**src/rtl/dba_pkg.sv**
```systemverilog
package dba_pkg;
  typedef enum logic [1:0] {
    WK_PROGRAM = 2'd0,
    WK_SECTOR  = 2'd1,
    WK_BLOCK   = 2'd2,
    WK_CHIP    = 2'd3
  } wr_kind_e;

  localparam int unsigned NUM_BANKS = 2;
endpackage

```
**src/rtl/dba_bank_decode.sv**
```systemverilog
module dba_bank_decode #(
  parameter int unsigned ADDR_W   = 20,
  parameter int unsigned BANK_BIT = 19
) (
  input  logic [ADDR_W-1:0] addr_i,
  output logic [1:0]        bank_oh_o
);
  always_comb begin
    bank_oh_o = addr_i[BANK_BIT] ? 2'b10 : 2'b01;
  end
endmodule

```
**src/rtl/dba_busy_track.sv**
```systemverilog
module dba_busy_track (
  input  logic [1:0] bank_busy_i,
  input  logic       chip_busy_i,
  input  logic [1:0] start_q_i,
  input  logic       chip_q_i,
  output logic [1:0] busy_eff_o,
  output logic       any_busy_o
);
  // an issued start counts as busy until the engine reports it
  always_comb begin
    busy_eff_o = bank_busy_i | start_q_i | {2{chip_busy_i | chip_q_i}};
    any_busy_o = |busy_eff_o;
  end
endmodule

```
**src/rtl/dba_write_gate.sv**
```systemverilog
module dba_write_gate
  import dba_pkg::*;
(
  input  logic       clk_i,
  input  logic       rst_ni,
  input  logic       wr_valid_i,
  input  logic [1:0] wr_kind_i,
  input  logic [1:0] bank_oh_i,
  input  logic       any_busy_i,
  output logic [1:0] acc_bank_o,
  output logic       acc_chip_o,
  output logic [1:0] start_q_o,
  output logic       chip_q_o,
  output logic       reject_q_o
);
  logic accept;
  logic is_chip;

  always_comb begin
    is_chip    = wr_kind_e'(wr_kind_i) == WK_CHIP;
    accept     = wr_valid_i & ~any_busy_i;
    acc_bank_o = (accept & ~is_chip) ? bank_oh_i : 2'b00;
    acc_chip_o = accept & is_chip;
  end

  always_ff @(posedge clk_i or negedge rst_ni) begin
    if (!rst_ni) begin
      start_q_o  <= 2'b00;
      chip_q_o   <= 1'b0;
      reject_q_o <= 1'b0;
    end else begin
      start_q_o  <= acc_bank_o;
      chip_q_o   <= acc_chip_o;
      reject_q_o <= wr_valid_i & any_busy_i;
    end
  end

  a_r5_single_start: assert property (@(posedge clk_i) disable iff (!rst_ni)
    $onehot0(start_q_o));
  a_r5_no_start_on_reject: assert property (@(posedge clk_i) disable iff (!rst_ni)
    reject_q_o |-> (start_q_o == 2'b00 && !chip_q_o));
  a_r6_no_back_to_back: assert property (@(posedge clk_i) disable iff (!rst_ni)
    (|start_q_o || chip_q_o) |=> (start_q_o == 2'b00 && !chip_q_o));
endmodule

```
**src/rtl/dba_read_route.sv**
```systemverilog
module dba_read_route (
  input  logic       clk_i,
  input  logic       rst_ni,
  input  logic       rd_valid_i,
  input  logic [1:0] bank_oh_i,
  input  logic [1:0] busy_eff_i,
  input  logic [1:0] acc_bank_i,
  input  logic       acc_chip_i,
  output logic [1:0] rd_en_q_o,
  output logic       status_q_o
);
  logic [1:0] en_d;
  logic [1:0] hot;

  for (genvar b = 0; b < 2; b++) begin : g_bank
    always_comb begin
      en_d[b] = rd_valid_i & bank_oh_i[b];
      hot[b]  = busy_eff_i[b] | acc_bank_i[b] | acc_chip_i;
    end
  end

  always_ff @(posedge clk_i or negedge rst_ni) begin
    if (!rst_ni) begin
      rd_en_q_o  <= 2'b00;
      status_q_o <= 1'b0;
    end else begin
      rd_en_q_o  <= en_d;
      status_q_o <= |(en_d & hot);
    end
  end

  a_r3_one_bank_read: assert property (@(posedge clk_i) disable iff (!rst_ni)
    $onehot0(rd_en_q_o));
  a_r1_status_only_with_read: assert property (@(posedge clk_i) disable iff (!rst_ni)
    status_q_o |-> (rd_en_q_o != 2'b00));
endmodule

```
**src/rtl/dual_bank_arbiter.sv**
```systemverilog
module dual_bank_arbiter #(
  parameter int unsigned ADDR_W   = 20,
  parameter int unsigned BANK_BIT = 19
) (
  input  logic              clk_i,
  input  logic              rst_ni,
  input  logic              ce_ni,
  input  logic              oe_ni,
  input  logic              rd_req_i,
  input  logic [ADDR_W-1:0] rd_addr_i,
  input  logic              wr_req_i,
  input  logic [ADDR_W-1:0] wr_addr_i,
  input  logic [1:0]        wr_kind_i,
  input  logic [1:0]        bank_busy_i,
  input  logic              chip_busy_i,
  output logic [1:0]        rd_en_o,
  output logic              rd_status_o,
  output logic [1:0]        wr_start_o,
  output logic              wr_chip_o,
  output logic              reject_o,
  output logic              bus_oe_o
);
  logic [1:0] rd_bank, wr_bank, busy_eff, acc_bank;
  logic       any_busy, acc_chip, rd_valid, wr_valid;

  always_comb begin
    rd_valid = rd_req_i & ~ce_ni & ~oe_ni;
    wr_valid = wr_req_i & ~ce_ni;
    bus_oe_o = ~ce_ni & ~oe_ni;
  end

  dba_bank_decode #(.ADDR_W(ADDR_W), .BANK_BIT(BANK_BIT)) u_rd_dec (
    .addr_i(rd_addr_i), .bank_oh_o(rd_bank));
  dba_bank_decode #(.ADDR_W(ADDR_W), .BANK_BIT(BANK_BIT)) u_wr_dec (
    .addr_i(wr_addr_i), .bank_oh_o(wr_bank));

  dba_busy_track u_busy (
    .bank_busy_i(bank_busy_i), .chip_busy_i(chip_busy_i),
    .start_q_i(wr_start_o), .chip_q_i(wr_chip_o),
    .busy_eff_o(busy_eff), .any_busy_o(any_busy));

  dba_write_gate u_wr (
    .clk_i(clk_i), .rst_ni(rst_ni), .wr_valid_i(wr_valid),
    .wr_kind_i(wr_kind_i), .bank_oh_i(wr_bank), .any_busy_i(any_busy),
    .acc_bank_o(acc_bank), .acc_chip_o(acc_chip),
    .start_q_o(wr_start_o), .chip_q_o(wr_chip_o), .reject_q_o(reject_o));

  dba_read_route u_rd (
    .clk_i(clk_i), .rst_ni(rst_ni), .rd_valid_i(rd_valid),
    .bank_oh_i(rd_bank), .busy_eff_i(busy_eff),
    .acc_bank_i(acc_bank), .acc_chip_i(acc_chip),
    .rd_en_q_o(rd_en_o), .status_q_o(rd_status_o));

  a_r5_start_needs_idle: assert property (@(posedge clk_i) disable iff (!rst_ni)
    (|wr_start_o || wr_chip_o) |-> $past(bank_busy_i == 2'b00 && !chip_busy_i));
  a_r2_data_needs_idle_bank: assert property (@(posedge clk_i) disable iff (!rst_ni)
    (rd_en_o != 2'b00 && !rd_status_o) |-> $past((bank_busy_i & rd_bank) == 2'b00 && !chip_busy_i));
  a_r9_ce_high_quiet: assert property (@(posedge clk_i) disable iff (!rst_ni)
    $past(ce_ni) |-> (rd_en_o == 2'b00 && wr_start_o == 2'b00 && !wr_chip_o && !reject_o));
  a_r7_chip_reads_status: assert property (@(posedge clk_i) disable iff (!rst_ni)
    ($past(chip_busy_i) && rd_en_o != 2'b00) |-> rd_status_o);
endmodule

```
**config.mk**
```make
export PLATFORM = sky130hd
export DESIGN_NAME = dual_bank_arbiter
export DESIGN_NICKNAME = d
export VERILOG_FILES = /design/src/rtl/dba_pkg.sv /design/src/rtl/dba_bank_decode.sv /design/src/rtl/dba_busy_track.sv /design/src/rtl/dba_write_gate.sv /design/src/rtl/dba_read_route.sv /design/src/rtl/dual_bank_arbiter.sv
export SDC_FILE = /design/constraint.sdc
export NUM_CORES = 1
export LEC_CHECK = 0
export BUFFER_PORTS_ARGS = -buffer_cell sky130_fd_sc_hd__buf_2
export CAP_MARGIN = 20
export CORE_AREA = 2 2 39 41
export CTS_BUF_LIST = sky130_fd_sc_hd__clkbuf_4
export DETAILED_ROUTE_END_ITERATION = 8
export DIE_AREA = 0 0 41 43
export PLACE_DENSITY = 0.75
export SYNTH_ARGS = -nofsm -noshare
export SYNTH_HDL_FRONTEND = slang
export SYNTH_SLANG_ARGS = --single-unit
export TNS_END_PERCENT = 100
```
**constraint.sdc**
```tcl
create_clock -name clk_i -period 3.8 [get_ports clk_i]
set_input_delay 1.14 -clock clk_i [delete_from_list [all_inputs] [get_ports clk_i]]
set_output_delay 1.14 -clock clk_i [all_outputs]
set_load 0.01 [all_outputs]
```
==> results.rst, run 1 <==
.. list-table::
   :header-rows: 1

   * - Metric
     - Value
   * - Synth cell types
     - 18
   * - Count of boundary I/O pins
     - 59
   * - Startpoint type of the worst setup path
     - input pin
   * - Result of the run
     - finished clean
   * - Max-cap violation count
     - 0
   * - Number of global-route vias before repair
     - 299
   * - Number of sinks driven by the clock tree
     - 7
   * - Final layout net count
     - 104
   * - Area of all placed cells without fillers
     - roughly 460 um2
   * - Pin count of the biggest net entering global routing
     - 8
   * - Critical Path, Cell by Cell
     - buf_2, nor2_1, buf_2
   * - Antenna diode instance count
     - 0
   * - GR Util All Layers
     - 0.0962
   * - Static Leakage
     - ~0.27 nW
   * - Post-synth ARST share
     - 1.00
   * - Mean instance size in the synthesized netlist
     - roughly 11 um2
   * - Routed WL
     - 671 um
   * - Area growth from synthesis to layout
     - 47.8%
   * - Clock tree from TritonCTS
     - done
   * - Number of H-tree levels
     - 1
   * - Most used flip-flop cell after synthesis
     - dfrtp_1
   * - Top layer reached by signal wires
     - met4
   * - Buffers plus inverters on the worst setup path
     - 2
   * - Time the worst path needs with I/O delays and setup
     - 2.70 ns
   * - Count of input and output buffers
     - 20
   * - Warnings, synthesis
     - 0
   * - Quantity of gates resized following cts
     - 0
   * - Unrepaired setup endpoints after global routing
     - no
   * - Post-Route M1 WL
     - 263 um
   * - Largest buffer count on any clock path
     - 2
   * - Layout cell share with drive strength beyond 1
     - 0.519
   * - Post-synthesis instance total
     - 28
   * - Share of the synthesized area in the top cell type
     - 0.558
   * - Top delay family on crit path
     - buffers and inverters
   * - Final worst-path cycle share
     - 0.711
   * - Setup violations, final
     - 0
   * - Worst-path maximum fanout
     - 3
   * - Combined area of all synthesized cells
     - 314 um2
   * - Slew at the pin with the worst max-slew slack
     - 0.416 ns
   * - Top-count cell post-synth
     - dfrtp_1
   * - Effective utilization at floorplan
     - 0.227
   * - Share of synthesized area occupied by flip-flops and latches
     - 0.558
   * - Antenna violations before repair
     - 0
   * - X dimension of the die
     - 41 um
   * - Power per cell area
     - between 300 and 400 nW/um2
   * - Clock-pin slew reported for the worst setup and hold paths after clock tree synthesis
     - around 0.050 ns
   * - Most instantiated cells after synthesis
     - dfrtp_1 (7), nor2_1 (3), inv_1 (2), nand2_1 (2)
   * - Worst setup path category
     - input pin to output pin
   * - Total Neg Setup Slack
     - 0 ns
   * - Cell at the slowest stage of the critical path
     - buf_2
   * - Post-Route Skew
     - 0.000984 ns
   * - Wire length on met3
     - 61 um
   * - Die Area
     - approximately 1800 um2
   * - Number of iterations in the first detailed-routing pass
     - 4
   * - Layout fillers
     - roughly 150
   * - Antenna Nets Post-Route
     - 0
   * - First-pass GRT wire length
     - between 1000 and 1500 um
   * - Met2 Routed Length
     - about 310 um
   * - Data arrival, critical path
     - roughly 1.6 ns
   * - Floorplan die height
     - between 40 and 50 um
   * - Delay of the slowest critical-path stage
     - about 0.16 ns
   * - Weighted congestion at the end of routability-driven global placement
     - about 0.69
   * - Hold WC Path Type
     - register to register
   * - Root cell of the clock tree
     - clkbuf_4
   * - Wire length per cell after detailed routing
     - approximately 9.9 um
   * - Area of the core
     - 1380 um2
   * - Largest cells by area after synthesis
     - dfrtp_1 (56%), nor4b_2 (4.8%), nor4_2 (4.0%), nor2_1 (3.6%), a21bo_2 (3.2%)
   * - Maximum vdd ir drop
     - ~0.092 mV
   * - Seq cells post-synth
     - 7
   * - EDFF count, synth
     - 0
   * - Required time of the critical path
     - 2.66 ns
   * - Setup repair bufs after CTS
     - 0
   * - Largest area contributor in the synthesized netlist
     - dfrtp_1
   * - Number of nets produced by synthesis
     - 79
   * - Most prevalent standard cell on the critical path
     - buf_2
   * - Final max-slew violation count
     - 0
   * - Total overflow reported by the global router
     - 0
   * - DRC violation total after the first TritonRoute iteration
     - 6
   * - DRC violations left
     - 0
   * - Count of standard-cell rows
     - 14
   * - Remaining max-slew budget at the tightest pin
     - 0.720
   * - Maximum frequency from static timing analysis
     - between 300 and 400 MHz
   * - CP Capture Type
     - output pin
   * - Routed via count
     - a little over 300
   * - DP Area
     - around 430 um2
   * - Detail-routed via count per cell
     - approximately 4.5
   * - Worst-skew pair later-pin latency
     - 0.25 ns
   * - Hold buffer count at CTS
     - 0
   * - TritonCTS buffer count
     - 3
   * - Final hold violations
     - 0
==> cell families after synthesis <==
logic type | share of synthesized area
AO/OA/AOI/OAI | 0.135
flip-flops | 0.558
AND/OR/NAND/NOR | 0.283
buffers and inverters | 0.0239
==> tightest hold or removal path: cells and delay by family, from the launching register on <==
family | cells | cell delay (ns)
AND/OR/NAND/NOR | 1 | 0.07
AO/OA/AOI/OAI | 1 | 0.11
flip-flops | 1 | 0.35
==> layer usage <==
metal / up-vias / GRT usage
met4: 0 / 0.120
li1: 151 / -
met3: 4 / 0.0157
met1: 138 / 0.102
met2: 16 / 0.134
met5: - / 0
==> power by group <==
group          switching (mW)  internal [mW]  total, mW
clock                  0.0265         0.0471     0.0736
combinational          0.0105         0.0104     0.0209
sequential           0.000527         0.0765     0.0770
==> flip-flops by register name (all words and copies together), names as in the netlist <==
register	cells
u_wr.reject_q_o	1
u_wr.start_q_o	2
u_wr.chip_q_o	1
u_rd.rd_en_q_o	2
u_rd.status_q_o	1
==> stage by stage <==
step | hold slack [ns] | worst slack, ns | total power, mW | instances | util
floorplan | 0.605 | 1.29 | 0.0868 | 28 | -
global placement | 0.564 | 1.10 | 0.0991 | 64 | 0.314
detailed placement | 0.578 | 1.09 | 0.0995 | 64 | 0.314
CTS | 0.589 | 1.09 | 0.175 | 68 | 0.335
global route | 0.641 | 1.01 | 0.179 | 68 | 0.335
finish | 0.577 | 1.10 | 0.172 | 68 | 0.335
==> layout by cell type (no fill, tap or decap), drive strengths merged <==
| master | synthesis | layout |
|---|---|---|
| o22ai | 1 | 1 |
| nand2b | 1 | 1 |
| a21oi | 1 | 1 |
| a21bo | 1 | 1 |
| or4 | 1 | 1 |
| a21boi | 1 | 1 |
| a21o | 1 | 1 |
| nor4b | 1 | 1 |
| nor2 | 3 | 3 |
| nand3b | 1 | 1 |
| clkbuf | 0 | 4 |
| and4 | 1 | 1 |
| nor4 | 1 | 1 |
| dfrtp | 7 | 7 |
| a31oi | 1 | 1 |
| inv | 2 | 2 |
| nand2 | 2 | 2 |
| nand3 | 1 | 1 |
| buf | 0 | 20 |
| nor3b | 1 | 1 |
==> worst paths after layout <==
kind | end | slack (ns) | from | cells past startpoint
worst max-delay path | bus_oe_o | 1.10 | ce_ni | 3
worst min-delay path | u_wr.reject_q_o | 0.58 | u_wr.start_q_o[1] | 2
worst max register to register | u_rd.status_q_o | 2.48 | u_wr.start_q_o[0] | 3
worst min register to register | u_wr.reject_q_o | 0.58 | u_wr.start_q_o[1] | 2
max in group asynchronous | u_wr.start_q_o[1] | 2.94 | rst_ni | 1
min in group asynchronous | u_rd.rd_en_q_o[0] | 0.71 | rst_ni | 1
==> final cells by class <==
type                       count  area, um2  share of cell area
tap                           16       20.0              0.0431
clock buffer                   4       30.0              0.0647
inverter                       2       7.51              0.0162
multi-input combinational     19        131               0.283
timing repair buffer          20        100               0.216
sequential                     7        175               0.377
Power figures use the tool's default switching activity.
==> run 2, diff against run 1 <==
--- a/config.mk
+++ b/config.mk
@@ -7,11 +7,10 @@
 export LEC_CHECK = 0
 export BUFFER_PORTS_ARGS = -buffer_cell sky130_fd_sc_hd__buf_2
 export CAP_MARGIN = 20
-export CORE_AREA = 2 2 39 41
+export CORE_UTILIZATION = 23
 export CTS_BUF_LIST = sky130_fd_sc_hd__clkbuf_4
 export DETAILED_ROUTE_END_ITERATION = 8
-export DIE_AREA = 0 0 41 43
-export PLACE_DENSITY = 0.75
+export PLACE_DENSITY = 0.76
 export SYNTH_ARGS = -nofsm -noshare
 export SYNTH_HDL_FRONTEND = slang
 export SYNTH_SLANG_ARGS = --single-unit
==> constraint.sdc (replaced) <==
create_clock -name clk_i -period 2.3 [get_ports clk_i]
set_input_delay 0.69 -clock clk_i [delete_from_list [all_inputs] [get_ports clk_i]]
set_output_delay 0.69 -clock clk_i [all_outputs]
set_load 0.01 [all_outputs]
==> run 2 against run 1 <==
Compared with the run above: combinational power is 68% higher; flip-flop and latch count stayed put; critical path depth stayed put; global-route usage is 4.0 points higher; worst hold slack worse by 0.32 ns; via count is 1.3% lower; worst setup slack worse by 0.60 ns; critical endpoint unchanged; highest routed layer unchanged.
==> results.rst, run 2 (same netlist as run 1, synthesis figures left out) <==
.. list-table::
   :header-rows: 1

   * - Metric
     - Value
   * - Result of the run
     - finished clean (unchanged)
   * - Area of all placed cells without fillers
     - 462 um2 (was 464 um2)
   * - Reg power frac
     - 0.445 (was 0.449)
   * - Pin count of the biggest net entering global routing
     - 8 (unchanged)
   * - Final hold violations
     - 0 (unchanged)
   * - Fraction of power spent switching nets
     - 0.225 (was 0.219)
   * - CP Capture Type
     - output pin (unchanged)
   * - Antenna violations before repair
     - 0 (unchanged)
   * - Total overflow reported by the global router
     - 0 (unchanged)
   * - Maximum vdd ir drop
     - 0.158 mV (was 0.0917 mV)
   * - Count of boundary I/O pins
     - 59 (unchanged)
   * - Layout cell share with drive strength beyond 1
     - 0.519 (unchanged)
   * - Logic pwr share
     - 0.123 (was 0.122)
   * - Setup repair bufs after CTS
     - 0 (unchanged)
   * - Clock-pin slew reported for the worst setup and hold paths after clock tree synthesis
     - 0.05 ns (about the same)
   * - Routed WL
     - 725 um (was 671 um)
   * - Most common cell after layout, fill and taps aside
     - buf_2 (unchanged)
   * - Most frequent cells in the layout
     - buf_2 (20), dfrtp_1 (7), clkbuf_4 (4) (unchanged)
   * - Worst-path maximum fanout
     - 3 (unchanged)
   * - Antenna Nets Post-Route
     - 0 (unchanged)
   * - Weighted congestion at the end of routability-driven global placement
     - 0.715 (was 0.688)
   * - Area growth from synthesis to layout
     - 47.0% (was 47.8%)
   * - Worst setup path category
     - input pin to output pin (unchanged)
   * - Remaining max-slew budget at the tightest pin
     - 0.703 (was 0.720)
   * - Time the worst path needs with I/O delays and setup
     - between 1.5 and 2 ns
   * - Power per cell area
     - 619 nW/um2 (was 369 nW/um2)
   * - Switch Pwr
     - 0.0643 mW (was 0.0375 mW)
   * - Total Neg Setup Slack
     - 0 ns (unchanged)
   * - Worst slack on hold paths
     - 0.254 ns (was 0.577 ns)
   * - Layout fillers
     - 120 (was 154)
   * - Routed via count
     - 305 (was 309)
   * - Reg-to-reg critical path startpoint
     - u_wr.start_q_o[0] (unchanged)
   * - Area of the core
     - 1190 um2 (was 1380 um2)
   * - End of the worst register-to-register path
     - u_rd.status_q_o (unchanged)
   * - Die Area
     - 1520 um2 (was 1760 um2)
   * - Number of global-route vias before repair
     - 302 (was 299)
   * - Wire length per cell after detailed routing
     - 11.0 um (was 9.87 um)
   * - Root cell of the clock tree
     - clkbuf_4 (unchanged)
   * - Effective utilization at floorplan
     - 0.265 (was 0.227)
   * - Maximum frequency from static timing analysis
     - between 500 and 600 MHz
   * - Detail-routed via count per cell
     - 4.62 (was 4.54)
   * - Post-Route Skew
     - 0.00517 ns (was 0.000984 ns)
   * - Slack of the worst reg-to-reg path
     - 0.99 ns (was 2.48 ns)
   * - Static Leakage
     - 0.266 nW (unchanged)
   * - Final layout net count
     - 104 (unchanged)
   * - Launch point of the worst path
     - ce_ni (unchanged)
   * - Cells on worst reg2reg path
     - 3 (unchanged)
   * - DRC violations left
     - 0 (unchanged)
   * - Number of iterations in the first detailed-routing pass
     - 2 (was 4)
   * - TritonCTS buffer count
     - 3 (unchanged)
   * - Clk pwr share
     - 0.432 (was 0.429)
   * - Setup violations, final
     - 0 (unchanged)
   * - Worst-skew pair later-pin latency
     - 0.25 ns (about the same)
   * - Data arrival, critical path
     - 1.11 ns (was 1.56 ns)
   * - Hold buffer count at CTS
     - 0 (unchanged)
   * - Hold WC Path Type
     - input pin to asynchronous set/reset pin (was register to register)
   * - Registers with the most flip-flops
     - u_rd.rd_en_q_o (2), u_wr.start_q_o (2) (unchanged)
   * - Max-cap violation count
     - 0 (unchanged)
   * - Power Internal
     - 0.222 mW (was 0.134 mW)
   * - Slew at the pin with the worst max-slew slack
     - 0.442 ns (was 0.416 ns)
   * - Number of sinks driven by the clock tree
     - 7 (unchanged)
   * - Number of H-tree levels
     - 1 (unchanged)
   * - Quantity of gates resized following cts
     - 0 (unchanged)
   * - X dimension of the die
     - 39.0 um (was 41 um)
   * - Final max-slew violation count
     - 0 (unchanged)
   * - DRC violation total after the first TritonRoute iteration
     - 5 (was 6)
   * - Clock tree from TritonCTS
     - done (unchanged)
   * - Final worst-path cycle share
     - 0.784
   * - Startpoint type of the worst setup path
     - input pin (unchanged)
   * - Floorplan die height
     - 39.0 um (was 43 um)
   * - Antenna diode instance count
     - 0 (unchanged)
   * - Required time of the critical path
     - 1.61 ns (was 2.66 ns)
   * - First-pass GRT wire length
     - 1170 um (was 1080 um)
   * - Largest buffer count on any clock path
     - 2 (unchanged)
   * - DPL Wire Length
     - just under 600 um
   * - Count of input and output buffers
     - 20 (unchanged)
   * - GR Util All Layers
     - 0.136 (was 0.0962)
   * - Unrepaired setup endpoints after global routing
     - no (unchanged)
   * - DP Area
     - 432 um2 (was 434 um2)
   * - Count of standard-cell rows
     - 12 (was 14)
   * - Layout Utilization
     - 0.389 (was 0.335)
==> run 2: cell counts in the layout (fill, tap and decap cells not counted) <==
No cell type changed its count.
==> run 2: through the flow <==
step	setup slack [ns]	power [mW]	cells
final	0.497	0.286	66
after global routing	0.429	0.297	66
after CTS	0.496	0.291	66
after detailed placement	0.499	0.165	62
after global placement	0.505	0.164	62
after floorplan	0.689	0.143	28
==> run 2: worst max path at each step <==
stage,cells after the start,endpoint,slack [ns]
after CTS,3,bus_oe_o,0.50
after global routing,3,bus_oe_o,0.43
final,3,bus_oe_o,0.50
after detailed placement,3,bus_oe_o,0.50
after global placement,3,bus_oe_o,0.51
after floorplan,1,bus_oe_o,0.69
==> run 2: power by group through the flow <==
| stage | combinational (mW) | sequential (mW) | clock (mW) |
|---|---|---|---|
| 6_report | 0.0351 | 0.127 | 0.123 |
| 5_1_grt | 0.0394 | 0.127 | 0.131 |
| 4_1_cts | 0.0354 | 0.127 | 0.128 |
| 3_5_place_dp | 0.0352 | 0.129 | 0 |
| 3_3_place_gp | 0.0344 | 0.129 | 0 |
| 2_1_floorplan | 0.0124 | 0.131 | 0 |
==> run 2: cell type report <==
| type | count | area [um2] | area share |
|---|---|---|---|
| clock buffer | 4 | 30.0 | 0.0650 |
| inverter | 2 | 7.51 | 0.0163 |
| multi-input combinational | 19 | 131 | 0.285 |
| sequential | 7 | 175 | 0.379 |
| tap | 14 | 17.5 | 0.0379 |
| timing repair buffer | 20 | 100 | 0.217 |
==> run 2: critical path, cell delays in order <==
cell and delay (ns):
buf_2 0.12, nor2_1 0.15, buf_2 0.16
==> run 2: per-layer routing <==
| layer | global-route usage | routed length, um | vias to the layer above |
|---|---|---|---|
| met4 | 0.207 | 51 | 0 |
| met5 | 0 | 0 | - |
| met3 | 0.0347 | 55 | 4 |
| met1 | 0.125 | 283 | 135 |
| li1 | - | - | 150 |
| met2 | 0.200 | 334 | 16 |
